`src/rtl/irq_ctrl_pkg.sv`:
```
package irq_ctrl_pkg;
    localparam int unsigned EVT_W  = 10;
    localparam int unsigned DATA_W = 16;
    localparam int unsigned ADDR_W = 6;

    localparam logic [EVT_W-1:0]  IMPL_BITS   = 10'h2FF;
    localparam logic [ADDR_W-1:0] OFS_STATUS  = 6'h10;
    localparam logic [ADDR_W-1:0] OFS_MASK    = 6'h20;
    localparam logic [ADDR_W-1:0] OFS_UNMASK  = 6'h24;
    localparam logic [ADDR_W-1:0] OFS_BLOCK   = 6'h28;

    typedef enum logic [1:0] {
        RD_NONE   = 2'd0,
        RD_STATUS = 2'd1,
        RD_MASK   = 2'd2
    } rd_src_e;

    typedef struct packed {
        logic    wr_clr;
        logic    wr_unmask;
        logic    wr_block;
        rd_src_e rd_src;
    } bus_cmd_t;
endpackage

```
`src/rtl/irq_bus_decode.sv`:
```
module irq_bus_decode
    import irq_ctrl_pkg::*;
#(
    parameter int unsigned AW = ADDR_W
) (
    input  logic          sel,
    input  logic          we,
    input  logic [AW-1:0] addr,
    output bus_cmd_t      cmd
);
    localparam logic [AW-1:0] A_STAT = AW'(OFS_STATUS);
    localparam logic [AW-1:0] A_MASK = AW'(OFS_MASK);
    localparam logic [AW-1:0] A_UNM  = AW'(OFS_UNMASK);
    localparam logic [AW-1:0] A_BLK  = AW'(OFS_BLOCK);

    always_comb begin
        cmd           = '0;
        cmd.rd_src    = RD_NONE;
        cmd.wr_clr    = sel && we && (addr == A_STAT);
        cmd.wr_unmask = sel && we && (addr == A_UNM);
        cmd.wr_block  = sel && we && (addr == A_BLK);
        if (sel && !we) begin
            if (addr == A_STAT)      cmd.rd_src = RD_STATUS;
            else if (addr == A_MASK) cmd.rd_src = RD_MASK;
        end
    end
endmodule

```
`src/rtl/irq_status_bank.sv`:
```
module irq_status_bank #(
    parameter int unsigned            W    = 10,
    parameter logic [W-1:0]           IMPL = '1
) (
    input  logic         clk,
    input  logic         rst_n,
    input  logic         wr_clr,
    input  logic [W-1:0] clr_bits,
    input  logic [W-1:0] evt,
    output logic [W-1:0] status
);
    typedef struct packed {
        logic [W-1:0] bits;
    } st_t;

    st_t st_d, st_q;

    always_comb begin
        st_d = st_q;
        for (int i = 0; i < int'(W); i++) begin
            if (!IMPL[i]) begin
                st_d.bits[i] = 1'b0;
            end else if (evt[i]) begin
                st_d.bits[i] = 1'b1;
            end else if (wr_clr && clr_bits[i]) begin
                st_d.bits[i] = 1'b0;
            end
        end
    end

    always_ff @(posedge clk or negedge rst_n) begin
        if (!rst_n) st_q <= '0;
        else        st_q <= st_d;
    end

    assign status = st_q.bits;
endmodule

```
`src/rtl/irq_mask_bank.sv`:
```
module irq_mask_bank #(
    parameter int unsigned            W    = 10,
    parameter logic [W-1:0]           IMPL = '1
) (
    input  logic         clk,
    input  logic         rst_n,
    input  logic         wr_unmask,
    input  logic         wr_block,
    input  logic [W-1:0] wbits,
    output logic [W-1:0] mask
);
    typedef struct packed {
        logic [W-1:0] bits;
    } mk_t;

    mk_t mk_d, mk_q;

    always_comb begin
        mk_d = mk_q;
        if (wr_unmask) mk_d.bits = mk_d.bits & ~wbits;
        if (wr_block)  mk_d.bits = mk_d.bits | wbits;
        mk_d.bits = mk_d.bits & IMPL;
    end

    always_ff @(posedge clk or negedge rst_n) begin
        if (!rst_n) mk_q.bits <= IMPL;
        else        mk_q      <= mk_d;
    end

    assign mask = mk_q.bits;
endmodule

```
`src/rtl/irq_status_ctrl.sv`:
```
module irq_status_ctrl
    import irq_ctrl_pkg::*;
#(
    parameter int unsigned       NUM_EVT = EVT_W,
    parameter int unsigned       DW      = DATA_W,
    parameter int unsigned       AW      = ADDR_W,
    parameter logic [NUM_EVT-1:0] IMPL   = IMPL_BITS
) (
    input  logic               clk,
    input  logic               rst_n,
    input  logic               bus_sel,
    input  logic               bus_we,
    input  logic [AW-1:0]      bus_addr,
    input  logic [DW-1:0]      bus_wdata,
    output logic [DW-1:0]      bus_rdata,
    input  logic [NUM_EVT-1:0] evt_pulse,
    output logic               irq_o
);
    localparam int unsigned PAD_W = DW - NUM_EVT;

    bus_cmd_t           cmd;
    logic [NUM_EVT-1:0] status_vec;
    logic [NUM_EVT-1:0] mask_vec;
    logic [NUM_EVT-1:0] wr_bits;

    typedef struct packed {
        logic irq;
    } top_st_t;

    top_st_t top_d, top_q;

    assign wr_bits = bus_wdata[NUM_EVT-1:0];

    irq_bus_decode #(.AW(AW)) u_dec (
        .sel  (bus_sel),
        .we   (bus_we),
        .addr (bus_addr),
        .cmd  (cmd)
    );

    irq_status_bank #(.W(NUM_EVT), .IMPL(IMPL)) u_status (
        .clk      (clk),
        .rst_n    (rst_n),
        .wr_clr   (cmd.wr_clr),
        .clr_bits (wr_bits),
        .evt      (evt_pulse),
        .status   (status_vec)
    );

    irq_mask_bank #(.W(NUM_EVT), .IMPL(IMPL)) u_mask (
        .clk       (clk),
        .rst_n     (rst_n),
        .wr_unmask (cmd.wr_unmask),
        .wr_block  (cmd.wr_block),
        .wbits     (wr_bits),
        .mask      (mask_vec)
    );

    always_comb begin
        top_d     = top_q;
        top_d.irq = |(status_vec & ~mask_vec);
    end

    always_ff @(posedge clk or negedge rst_n) begin
        if (!rst_n) top_q <= '0;
        else        top_q <= top_d;
    end

    always_comb begin
        unique case (cmd.rd_src)
            RD_STATUS: bus_rdata = {{PAD_W{1'b0}}, status_vec};
            RD_MASK:   bus_rdata = {{PAD_W{1'b0}}, mask_vec};
            default:   bus_rdata = '0;
        endcase
    end

    assign irq_o = top_q.irq;
endmodule

```
`config.mk`:
```
export PLATFORM = sky130hd
export DESIGN_NAME = irq_status_ctrl
export DESIGN_NICKNAME = d
export VERILOG_FILES = /design/src/rtl/irq_ctrl_pkg.sv /design/src/rtl/irq_bus_decode.sv /design/src/rtl/irq_status_bank.sv /design/src/rtl/irq_mask_bank.sv /design/src/rtl/irq_status_ctrl.sv
export SDC_FILE = /design/constraint.sdc
export NUM_CORES = 1
export LEC_CHECK = 0
export ABC_AREA = 1
export CAP_MARGIN = 25
export CORE_UTILIZATION = 42
export DETAILED_ROUTE_END_ITERATION = 10
export PLACE_DENSITY = 0.82
export SETUP_SLACK_MARGIN = 0.15
export SLEW_MARGIN = 15
export SYNTH_ARGS = -nofsm -noshare
export SYNTH_HDL_FRONTEND = slang
export SYNTH_SLANG_ARGS = --single-unit
```
`constraint.sdc`:
```
create_clock -name clk -period 1.6 [get_ports clk]
set_clock_uncertainty 0.15 [all_clocks]
set_input_delay 0.32 -clock clk [delete_from_list [all_inputs] [get_ports clk]]
set_output_delay 0.32 -clock clk [all_outputs]
set_load 0.02 [all_outputs]
```
==> reports/results.txt <==
GPL Wtd Cong = 0.771
largest net degree at the start of global routing = 20
Startpoint Class = input port
CP max stage delay = 0.17 ns
Syn Area/Cell = 7.18 µm²
Leak = 1.08 nW
RSZ-0062 raised after global routing = yes
Max Cap Viol = 0
Hold Crit Class = input port to async pin
CP dominant cell by count = buf_6
failing checks = design-rule violations, negative setup slack
worst-skew pair later-pin latency = 0.31 ns
fraction of layout instances using a drive strength above 1 = 44.7%
Worst Path Max Fanout = 4
peak supply drop = 537 µV
Synth cell types = 21
placed cell area = 1890 µm²
outcome = finished with violations
setup violators final = 9
vias in the first global route = 1346
commonest non-fill, non-tap cell in the layout = nand2_1
Final Hold Viols = 0
cell family with most CP delay = simple AND/OR/NAND/NOR gates
wire length per cell = 12.7 µm
minimum clock period = 1.66 ns
met2 Use GR = 40.0%
antenna-violating nets left = 0
Vias = 1385
Layout area overhead = 71.0%
core area = 2810 µm²
post-route cell area = 2150 µm²
DRC viols = 9
CTS Buf Count = 3
Cell Chain, Critical Path = buf_6 > nor2_4 > nand2_4 > nor2_8 > buf_12 > nand3_2 > nand2_2 > buf_6
clock root buffer = clkbuf_4
yosys warns = 0
PortBufs = 37
CP arrival = 1.19 ns
CTS tree = done
die width = 56.7 µm
Buf/Inv on CP = 3
nature of the critical path endpoint = output pin
Max Slew Vio Count = 0
GR Util met1 = 30.3%
critical setup path kind = input port to output pin
worst setup margin = -0.0575 ns
WL final = 3640 µm
Worst path slowest cell = nor2_8
row cnt = 19
antenna violations before repair = 0
Die ar. = 3210 µm²
Final nets = 292
DR vias/cell = 4.84
register bit count reported by yosys = 19
total chip power = 1.07 mW
first-pass GRT wire length = 5930 µm
maximum buffer depth of the clock tree = 2
DP Cell Count = 273
n_diodes = 0
fmax = 603 MHz
clk slew on worst S/H paths = 0.12 ns
most frequent cells in the layout = 47 x nand2_1, 35 x buf_4, 33 x nand3_1
DRT iter0 DRCs = 49
effective utilization at floorplan = 44.8%
sequential cell area fraction in the yosys report = 38.7%
clock sinks = 19
CTS HTree Levels = 1
Global Route Usage Sum = 24.3%
HPWL after DPL = 2320 µm
IO Count = 53
drt pass-1 iters = 7
PD cells = 498 nW/µm²
gr ovfl total = 0
Syn Inst Count = 175
final cell count without fillers = 286
Post-Syn Area = 1260 µm²
crit share post-route = 104%
M3 GR Usage = 4.84%
Critical Path RT = 1.13 ns
Die H = 56.7 µm
gr busiest metal = met2
[through the flow]
step                hold slack (ns)  setup slack, ns  util, %  TNS (ns)
finish                        0.175          -0.0575     76.6    -0.310
global route                  0.183          -0.0913     76.6    -0.679
CTS                           0.180          -0.0641     74.7    -0.250
detailed placement            0.314           -0.966     67.3    -12.06
global placement              0.309           -0.950     67.3    -11.47
floorplan                    -0.126            0.163        -         0
[repair_timing]
| action | CTS | global route |
|---|---|---|
| pin swaps | 13 | 12 |
| gates resized for setup | 120 | 6 |
| hold buffers | 0 | 0 |
| cloned | 1 | 0 |
| setup endpoints to repair | 20 | 10 |
| setup buffers | 5 | 3 |
[worst paths after layout]
kind	from	end	slack, ns	cells after the start
worst max-delay path	bus_addr[3]	bus_rdata[9]	-0.06	8
worst min-delay path	rst_n	u_status.status[3]	0.18	2
worst max register to register	register	irq_o	0.31	6
worst min register to register	u_status.status[5]	u_status.status[5]	0.44	3
max in group asynchronous	rst_n	async pin	0.85	2
min in group clk	evt_pulse[6]	u_status.status[6]	0.37	3
[worst register-to-register path, delay by kind of cell (launching register included)]
kind	cells	cell delay [ns]
and+or+nand+nor	3	0.23
DFF	1	0.56
buffers and inverters	2	0.14
AOI/OAI and AO/OA	1	0.12
[synthesized netlist by cell type]
master | count | share of area [%]
dfstp_2 | 9 | 19
clkinv_1 | 1 | 0.30
nand2_2 | 2 | 1.0
nand3_1 | 45 | 18
o211ai_1 | 1 | 0.60
nor2_4 | 3 | 2.7
nand3_2 | 1 | 0.80
dfrtp_1 | 10 | 20
nor2_1 | 3 | 0.90
conb_1 | 1 | 0.30
nand2_1 | 57 | 17
inv_4 | 1 | 0.50
nor2_2 | 3 | 1.5
nor2_8 | 2 | 3.2
buf_4 | 7 | 4.2
nand2_4 | 1 | 0.90
buf_8 | 1 | 1.2
a21oi_1 | 1 | 0.40
inv_1 | 23 | 6.9
inv_2 | 2 | 0.60
o21ai_0 | 1 | 0.40
[cells by family after synthesis]
| family | synth area share (%) |
|---|---|
| and+or+nand+nor | 45.9 |
| buffers and inverters | 13.6 |
| DFF | 38.7 |
| AOI/OAI and AO/OA | 1.39 |
| other | 0.299 |
[layer usage]
layer  share of wire [%]  vias up
li1                    -      698
met1                  39      630
met2                  53       49
met3                 6.1        8
met4                 2.0        0
met5                   0        -
[where the power goes]
group | switching [mW] | total [mW] | internal, mW
sequential | 0.0154 | 0.529 | 0.514
combinational | 0.143 | 0.280 | 0.136
clock | 0.166 | 0.260 | 0.0936
total | 0.325 | 1.07 | 0.744
[cell type report]
| class | instances | area, µm² |
|---|---|---|
| clock buffers | 3 | 22.5 |
| well taps | 31 | 38.8 |
| clock inverters | 1 | 5.00 |
| flip-flops and latches | 19 | 487 |
| inverters | 27 | 105 |
| repair buffers | 77 | 706 |
| fillers | 212 | 657 |
| multi-input cells | 128 | 785 |
(Power assumes the default switching activity.)
